--- src/rtl/bank_sel_pkg.sv ---
package bank_sel_pkg;

  localparam int BANK_W = 2;

  typedef enum logic {
    OWNER_CPU = 1'b0,
    OWNER_DMA = 1'b1
  } owner_e;

  typedef struct packed {
    logic              vid_en_n;
    logic              cpu_en_n;
    logic [BANK_W-1:0] bank;
  } port_snap_t;

  localparam port_snap_t SNAP_RESET = '{vid_en_n: 1'b1, cpu_en_n: 1'b1, bank: '1};

endpackage

--- src/rtl/bsel_halt_sync.sv ---
module bsel_halt_sync
  import bank_sel_pkg::*;
(
  input  logic   phi2,
  input  logic   rst_n,
  input  logic   halt_n,
  output owner_e owner_q
);

  // Captured at the phase-2 falling edge; governs the following access.
  always_ff @(negedge phi2 or negedge rst_n) begin
    if (!rst_n) begin
      owner_q <= OWNER_CPU;
    end else if (!halt_n) begin
      owner_q <= OWNER_DMA;
    end else begin
      owner_q <= OWNER_CPU;
    end
  end

endmodule

--- src/rtl/bsel_port_snap.sv ---
module bsel_port_snap
  import bank_sel_pkg::*;
(
  input  logic              phi2,
  input  logic              rst_n,
  input  logic [BANK_W-1:0] port_bank,
  input  logic              cpu_xmem_n,
  input  logic              vid_xmem_n,
  output port_snap_t        snap_q
);

  port_snap_t snap_d;

  always_comb begin
    snap_d.bank     = port_bank;
    snap_d.cpu_en_n = cpu_xmem_n;
    snap_d.vid_en_n = vid_xmem_n;
  end

  always_ff @(negedge phi2 or negedge rst_n) begin
    if (!rst_n) begin
      snap_q <= SNAP_RESET;
    end else begin
      snap_q <= snap_d;
    end
  end

endmodule

--- src/rtl/bsel_window_dec.sv ---
module bsel_window_dec #(
  parameter logic WIN_A15 = 1'b0,
  parameter logic WIN_A14 = 1'b1
) (
  input  logic cpu_a14,
  input  logic cpu_a15,
  output logic in_window
);

  always_comb begin
    in_window = (cpu_a15 == WIN_A15) && (cpu_a14 == WIN_A14);
  end

endmodule

--- src/rtl/bsel_addr_mux.sv ---
module bsel_addr_mux
  import bank_sel_pkg::*;
(
  input  owner_e            owner_q,
  input  port_snap_t        snap_q,
  input  logic              in_window,
  input  logic [BANK_W-1:0] cpu_hi,
  output logic [BANK_W-1:0] sram_lo,
  output logic              sram_ext
);

  logic owner_enabled;

  always_comb begin
    unique case (owner_q)
      OWNER_DMA: owner_enabled = !snap_q.vid_en_n;
      default:   owner_enabled = !snap_q.cpu_en_n;
    endcase
    sram_ext = in_window && owner_enabled;
  end

  for (genvar gi = 0; gi < BANK_W; gi++) begin : g_bit
    assign sram_lo[gi] = sram_ext ? snap_q.bank[gi] : cpu_hi[gi];
  end

endmodule

--- src/rtl/ext_bank_addr_sel.sv ---
module ext_bank_addr_sel
  import bank_sel_pkg::*;
#(
  parameter logic WIN_A15 = 1'b0,
  parameter logic WIN_A14 = 1'b1
) (
  input  logic              phi2,
  input  logic              rst_n,
  input  logic              halt_n,
  input  logic              cpu_a14,
  input  logic              cpu_a15,
  input  logic [BANK_W-1:0] port_bank,
  input  logic              cpu_xmem_n,
  input  logic              vid_xmem_n,
  output logic              sram_a14,
  output logic              sram_a15,
  output logic              sram_a16
);

  owner_e            owner_q;
  port_snap_t        snap_q;
  logic              in_window;
  logic [BANK_W-1:0] sram_lo;
  logic              sram_ext;

  bsel_halt_sync u_halt (
    .phi2    (phi2),
    .rst_n   (rst_n),
    .halt_n  (halt_n),
    .owner_q (owner_q)
  );

  bsel_port_snap u_snap (
    .phi2       (phi2),
    .rst_n      (rst_n),
    .port_bank  (port_bank),
    .cpu_xmem_n (cpu_xmem_n),
    .vid_xmem_n (vid_xmem_n),
    .snap_q     (snap_q)
  );

  bsel_window_dec #(.WIN_A15(WIN_A15), .WIN_A14(WIN_A14)) u_win (
    .cpu_a14   (cpu_a14),
    .cpu_a15   (cpu_a15),
    .in_window (in_window)
  );

  bsel_addr_mux u_mux (
    .owner_q   (owner_q),
    .snap_q    (snap_q),
    .in_window (in_window),
    .cpu_hi    ({cpu_a15, cpu_a14}),
    .sram_lo   (sram_lo),
    .sram_ext  (sram_ext)
  );

  assign sram_a14 = sram_lo[0];
  assign sram_a15 = sram_lo[1];
  assign sram_a16 = sram_ext;

  AST_OWNER_FROM_PREV_HALT: assert property (@(negedge phi2) disable iff (!rst_n)
    $past(rst_n) |-> ((owner_q == OWNER_DMA) == !$past(halt_n)));

  AST_NORMAL_PASSTHRU: assert property (@(posedge phi2) disable iff (!rst_n)
    !sram_a16 |-> (sram_a14 == cpu_a14 && sram_a15 == cpu_a15));

  AST_EXT_BANK_BITS: assert property (@(posedge phi2) disable iff (!rst_n)
    sram_a16 |-> ({sram_a15, sram_a14} == snap_q.bank));

  AST_CPU_OWN_ENABLE: assert property (@(posedge phi2) disable iff (!rst_n)
    (sram_a16 && owner_q == OWNER_CPU) |-> !snap_q.cpu_en_n);

  AST_DMA_OWN_ENABLE: assert property (@(posedge phi2) disable iff (!rst_n)
    (sram_a16 && owner_q == OWNER_DMA) |-> !snap_q.vid_en_n);

  AST_WINDOW_ONLY: assert property (@(posedge phi2) disable iff (!rst_n)
    sram_a16 |-> (cpu_a15 == WIN_A15 && cpu_a14 == WIN_A14));

endmodule

--- config.mk ---
export PLATFORM = sky130hd
export DESIGN_NAME = ext_bank_addr_sel
export DESIGN_NICKNAME = d
export VERILOG_FILES = /design/src/rtl/bank_sel_pkg.sv /design/src/rtl/bsel_halt_sync.sv /design/src/rtl/bsel_port_snap.sv /design/src/rtl/bsel_window_dec.sv /design/src/rtl/bsel_addr_mux.sv /design/src/rtl/ext_bank_addr_sel.sv
export SDC_FILE = /design/constraint.sdc
export NUM_CORES = 1
export LEC_CHECK = 0
export BUFFER_PORTS_ARGS = -buffer_cell sky130_fd_sc_hd__buf_2
export CAP_MARGIN = 20
export CORE_AREA = 2 2 39 41
export DETAILED_ROUTE_END_ITERATION = 10
export DIE_AREA = 0 0 41 43
export GPL_TIMING_DRIVEN = 0
export PLACE_DENSITY = 0.37
export SLEW_MARGIN = 5
export SYNTH_ARGS = -nofsm -noshare
export SYNTH_HDL_FRONTEND = slang
export SYNTH_SLANG_ARGS = --single-unit
--- constraint.sdc ---
create_clock -name phi2 -period 1.35 [get_ports phi2]
set_input_delay 0.27 -clock phi2 [delete_from_list [all_inputs] [get_ports phi2]]
set_output_delay 0.27 -clock phi2 [all_outputs]
set_load 0.1 [all_outputs]
After elaboration in Yosys (flattened, before gate mapping)
Cells that the tools add are included.
- flip-flop bits (word level): 5
- bits of input ports: 9
- muxes and demuxes: 4
- bitwise logic cells: 1
- reduce and logical (&&, ||, !) cells: 4
- operators by type and width (cell ; count):
    1-bit two-way mux ; 4
    1-bit logical AND ; 2
    1-bit zero test ; 2
    1-bit NOT ; 1

Depth between registers and ports, before layout
Gate-level depths: netlist of the first run.
- depth after elaboration: 4
- depth in mapped cells: 2
- depth with buffers taken out: 2

Cells and area by module
From an unflattened synthesis of the first run, not the netlist that was laid out.
- cells, all modules: 13
- area total of the unflattened synthesis: 191.4 sq um
- by module, submodules not included (module ; instances ; cells an instance ; area an instance (sq um) ; sequential area each (sq um)):
    bsel_port_snap ; 1 ; 5 ; 108.9 ; 105.1
    bsel_addr_mux ; 1 ; 5 ; 40.0 ; 0.0
    bsel_halt_sync ; 1 ; 2 ; 28.8 ; 25.0
    bsel_window_dec ; 1 ; 1 ; 13.8 ; 0.0

==> impl_metrics.json, run 1 <==
{
  "outcome": "finished, violations left",
  "violations": "negative setup slack",
  "synth_top_area_share_pct": 58.3,
  "power_density_nw_per_um2": 1310,
  "mostFrequentLayoutCell": "buf_2",
  "rsz0062_at_grt": "true",
  "ir_drop_mv": 0.416,
  "num_antenna_cells": 0,
  "finalSetupViolCount": 3,
  "placed_cell_area_um2": 272,
  "h-tree-depth": 1,
  "final_area_um2": 362,
  "antenna_found_initial": 0,
  "place_congestion": 0.510,
  "worstSetupPathType": "reg -> out",
  "ys_seq_area_share_pct": 72.2,
  "post-place-ws_ps": -921,
  "syn_to_final_growth_pct": 101,
  "antenna_left": 0,
  "die_area_um2": 1760,
  "wl_per_cell_um": 8.46,
  "fillers": 150,
  "grt_first_pass_wirelength_um": 662,
  "routed_via_density": 3.37,
  "io-pin-count": 12,
  "power_mw": 0.473,
  "ys_top_cells_by_area": "dfstp_2 58%, dfrtn_1 14%, mux2_4 8.3%",
  "top_layer_used": "met3",
  "fin_ws_ps": -1050,
  "port_buffers": 11,
  "cts-root-buf": "clkbuf_4",
  "cap_violations": 0,
  "crit_buf_inv": 1,
  "synth_nets": 21,
  "synth_warnings": 0,
  "postSynthCellCount": 12,
  "cts_tree": "yes",
  "clk_pin_slew_ps": 40,
  "synth_seq_cells": 5,
  "hold_class": "in -> async",
  "cts_sinks": 5,
  "dieHeight_um": 43,
  "startpoint_type": "flip-flop",
  "ctsHoldBuffers": 0,
  "clockBufferDepth": 2,
  "core_area_um2": 1380,
  "drt_iter0_markers": 0,
  "grt_usage_pct": 6.28,
  "worst_slew_pin_slew_ps": 189,
  "wl_met2_um": 201,
  "dr.pass1.iters": 1,
  "cts_setup_buffers": 0,
  "yosysTopAreaCell": "dfstp_2",
  "worstPathRequired_ps": 1080,
  "routed-wl-met3_um": 47,
  "start_util_pct": 13.0,
  "cp_max_fo": 3,
  "slew_violations": 0,
  "wl_met1_um": 140,
  "drive_above_1_share_pct": 73.3,
  "path_delay_family": "flip-flops",
  "synth_area_per_cell_um2": 15.0,
  "path_cells": "mux2_4, o31a_4, buf_12",
  "layout_common_cells": "8 x buf_2, 5 x inv_1, 4 x dfstp_2, 3 x clkbuf_4, 3 x buf_12",
  "drc_errors": 0,
  "cpPeakStageDelay_ps": 400,
  "routed_wl_um": 389,
  "worstPathArrival_ps": 2130,
  "chipWidth_um": 41,
  "via_count": 155,
  "syn_area_um2": 180,
  "ys_types": 8,
  "hold_viol": 0,
  "slew_headroom_pct": 87.4,
  "grt_max_degree": 6,
  "p_leak_nw": 0.185,
  "end_kind": "output port",
  "row_count": 14,
  "grt_pass1_vias": 188,
  "grt-ovfl-total": 0,
  "worst_path_max_delay_cell": "dfrtn_1",
  "fin_nets": 40,
  "numCtsBuffers": 3
}
==> flip-flops by register name, summed over array words and instances (netlist names) <==
| signal | flops |
|---|---|
| u_halt.owner_q | 1 |
| u_snap.snap_q | 4 |
==> routing by layer <==
metal	global-route usage [%]	up-vias
met1	5.28	69
li1	-	74
met5	0	-
met2	7.81	12
met3	2.09	0
met4	11.3	0
==> synthesized netlist by cell type <==
master and n:
o31a_1 1, dfstp_2 4, o21bai_1 1, inv_1 2
mux2_4 1, dfrtn_1 1, nand2_1 1, nor3b_1 1
==> through the flow <==
step	TNS, ps	utilization, %	hold slack, ps	std cells
after global routing	-3150	26.1	383	46
after CTS	-3080	26.1	376	46
after floorplan	-3100	-	541	12
after global placement	-2680	19.6	648	39
final	-3040	26.1	382	46
after detailed placement	-2720	19.6	652	39
==> cell type report <==
| type | instances | area [um^2] | area share [%] |
|---|---|---|---|
| flip-flops and latches | 5 | 130 | 36.0 |
| repair buffers | 11 | 100 | 27.7 |
| multi-input cells | 5 | 66.3 | 18.3 |
| clock buffers | 3 | 22.5 | 6.23 |
| well taps | 16 | 20.0 | 5.54 |
| clock inverters | 5 | 18.8 | 5.19 |
| inverters | 1 | 3.75 | 1.04 |
==> cell families after synthesis <==
family | share of synthesized area (%)
flops | 72.2
buf+inv | 4.17
mux | 8.33
compound gates | 9.03
simple gates | 6.25
==> what timing repair did <==
action	CTS	global route
resized for setup	13	0
pin swaps	0	0
setup endpoints to repair	3	3
==> worst max path at each step <==
stage / slack [ps] / end / startpoint / depth (start not counted)
2_1_floorplan: -1150 / sram_a15 / u_halt.owner_q / 2
3_3_place_gp: -910 / sram_a16 / u_halt.owner_q / 3
3_5_place_dp: -920 / sram_a16 / u_halt.owner_q / 3
4_1_cts: -1060 / sram_a14 / u_halt.owner_q / 3
5_1_grt: -1090 / sram_a14 / u_halt.owner_q / 3
6_report: -1050 / sram_a14 / u_halt.owner_q / 3
==> report_power, final <==
part           switching (mW)  internal (mW)
combinational          0.0600         0.0408
clock                  0.0852          0.120
sequential            0.00302          0.164
total                   0.148          0.325
No activity file was read; power rests on OpenSTA's default activity.
==> run 2: changes to the inputs <==
--- a/config.mk
+++ b/config.mk
@@ -5,13 +5,14 @@
 export SDC_FILE = /design/constraint.sdc
 export NUM_CORES = 1
 export LEC_CHECK = 0
+export ABC_AREA = 1
 export BUFFER_PORTS_ARGS = -buffer_cell sky130_fd_sc_hd__buf_2
 export CAP_MARGIN = 20
 export CORE_AREA = 2 2 39 41
 export DETAILED_ROUTE_END_ITERATION = 10
 export DIE_AREA = 0 0 41 43
 export GPL_TIMING_DRIVEN = 0
-export PLACE_DENSITY = 0.37
+export PLACE_DENSITY = 0.39
 export SLEW_MARGIN = 5
 export SYNTH_ARGS = -nofsm -noshare
 export SYNTH_HDL_FRONTEND = slang
==> impl_metrics.json, run 2 <==
{
  "worst_path_max_delay_cell": "dfstp_2",
  "ys_top_cells_by_area": "dfstp_2 51%, dfrtn_1 12%, inv_1 11%",
  "cp_max_fo": 3,
  "grt_max_degree": 6,
  "path_common_cell": "nand2_4",
  "numCtsBuffers": 3,
  "h-tree-depth": 1,
  "via_count": 197,
  "drive_above_1_share_pct": 71.1,
  "ir_drop_mv": 0.336,
  "worstPathRequired_ps": 1080,
  "hold_class": "in -> async",
  "top_regs": "u_snap.snap_q: 4 flops, u_halt.owner_q: 1 flops",
  "synth_edf_count": 0,
  "yosysTopAreaCell": "dfstp_2",
  "io-pin-count": 12,
  "synthTopCellsByCount": "6 x inv_1, 5 x nand2_1, 4 x dfstp_2, 2 x nand4_1",
  "port_buffers": 11,
  "antenna_found_initial": 0,
  "clk_pin_slew_ps": 30,
  "ys.flop_type": "dfstp_2",
  "worstPathArrival_ps": 1950,
  "chipWidth_um": 41,
  "violations": "negative setup slack",
  "synth_top_area_share_pct": 51.2,
  "num_antenna_cells": 0,
  "core_area_um2": 1380,
  "routed_via_density": 3.65,
  "cts-root-buf": "clkbuf_4",
  "ys_seq_area_share_pct": 63.4,
  "finalSetupViolCount": 3,
  "worst_slew_pin_slew_ps": 201,
  "slew_headroom_pct": 86.6,
  "synth_seq_cells": 5,
  "path_delay_family": "flip-flops",
  "hold_viol": 0,
  "grt_usage_pct": 6.67,
  "final_area_um2": 398,
  "cap_violations": 0,
  "fin_nets": 48,
  "largest_reg_flops": 4,
  "end_kind": "output port",
  "cts_setup_buffers": 0,
  "synth_nets": 29,
  "outcome": "finished, violations left",
  "rsz0062_at_grt": "true",
  "start_util_pct": 14.8,
  "worstSetupPathType": "reg -> out",
  "power_density_nw_per_um2": 1240,
  "layout_common_cells": "8 x buf_2, 7 x inv_1, 4 x nand2_4, 4 x dfstp_2, 3 x clkbuf_4",
  "dr.pass1.iters": 2,
  "startpoint_type": "flip-flop",
  "slew_violations": 0,
  "die_area_um2": 1760,
  "final_util_pct": 28.8,
  "mostFrequentLayoutCell": "buf_2",
  "cts_sinks": 5,
  "placed_cell_area_um2": 304,
  "drc_errors": 0,
  "p_leak_nw": 0.200,
  "grt_pass1_vias": 205,
  "postSynthCellCount": 20,
  "cpPeakStageDelay_ps": 530,
  "antenna_left": 0,
  "synth_warnings": 0,
  "grt_first_pass_wirelength_um": 683,
  "routed_wl_um": 414,
  "drt_iter0_markers": 1,
  "crit_buf_inv": 1,
  "clockBufferDepth": 2,
  "cts_tree": "yes",
  "ys_async_sr_fraction_pct": 100,
  "row_count": 14,
  "fin_ws_ps": -872,
  "syn_to_final_growth_pct": 93.9,
  "fillers": 145,
  "wl_per_cell_um": 7.67,
  "critPathLaunch": "u_snap.snap_q[2]",
  "dieHeight_um": 43,
  "place_congestion": 0.520,
  "ctsHoldBuffers": 0,
  "syn_area_um2": 205,
  "synth_area_per_cell_um2": 10.3,
  "synth_most_common_cell": "inv_1",
  "path_cells": "nand2_4, nand3_4, nand2_4, nand2_4, buf_12",
  "ys_types": 7,
  "grt-ovfl-total": 0,
  "top_register": "u_snap.snap_q"
}
-- run 2: power by group --
group          internal, mW  switching (mW)  total, mW
sequential            0.164         0.00428      0.168
clock                 0.128          0.0853      0.213
combinational        0.0391          0.0721      0.111
total                 0.331           0.162      0.492
-- run 2: cell type report --
type                    instances  area [um^2]  share of cell area, %
clock buffers                   4         26.3                   6.60
clock inverters                 4         15.0                   3.77
inverters                       5         22.5                   5.66
multi-input cells               9         92.6                   23.3
flip-flops and latches          5          130                   32.7
well taps                      16         20.0                   5.03
repair buffers                 11         91.3                   23.0
-- run 2: logic make-up (layout without fill, tap and decap cells) --
family / after synthesis / in the layout / share of synthesized area [%]
buf+inv: 6 / 24 / 11.0
flops: 5 / 5 / 63.4
simple gates: 9 / 9 / 25.6
-- run 2: final timing paths --
path                                     to  slack [ps]  depth (start not counted)
setup / recovery                   sram_a14        -870                          5
hold / removal               u_halt.owner_q         380                          1
max in group asynchronous  u_snap.snap_q[3]         690                          1
min in group phi2            u_halt.owner_q         750                          2
-- run 2: through the flow --
stage | setup WS [ps] | power [mW] | hold WS [ps] | TNS [ps] | std cells
after detailed placement | -831 | 0.278 | 653 | -2310 | 47
after global placement | -818 | 0.276 | 647 | -2260 | 47
after CTS | -886 | 0.499 | 381 | -2580 | 54
after floorplan | -654 | 0.255 | 541 | -1740 | 20
final | -872 | 0.492 | 383 | -2560 | 54
after global routing | -941 | 0.530 | 376 | -2770 | 54
-- run 2: repair_timing --
action / CTS / global route
pin swaps: 0 / 4
endpoints found under the setup margin: 3 / 3
resized for setup: 12 / 3
-- run 2: per-layer routing --
metal	global-route usage, %	vias up	part of all wire [%]
met5	0	-	0
met4	10.7	0	4.8
met3	3.14	4	12
met2	8.44	15	49
met1	5.59	84	34
li1	-	94	-
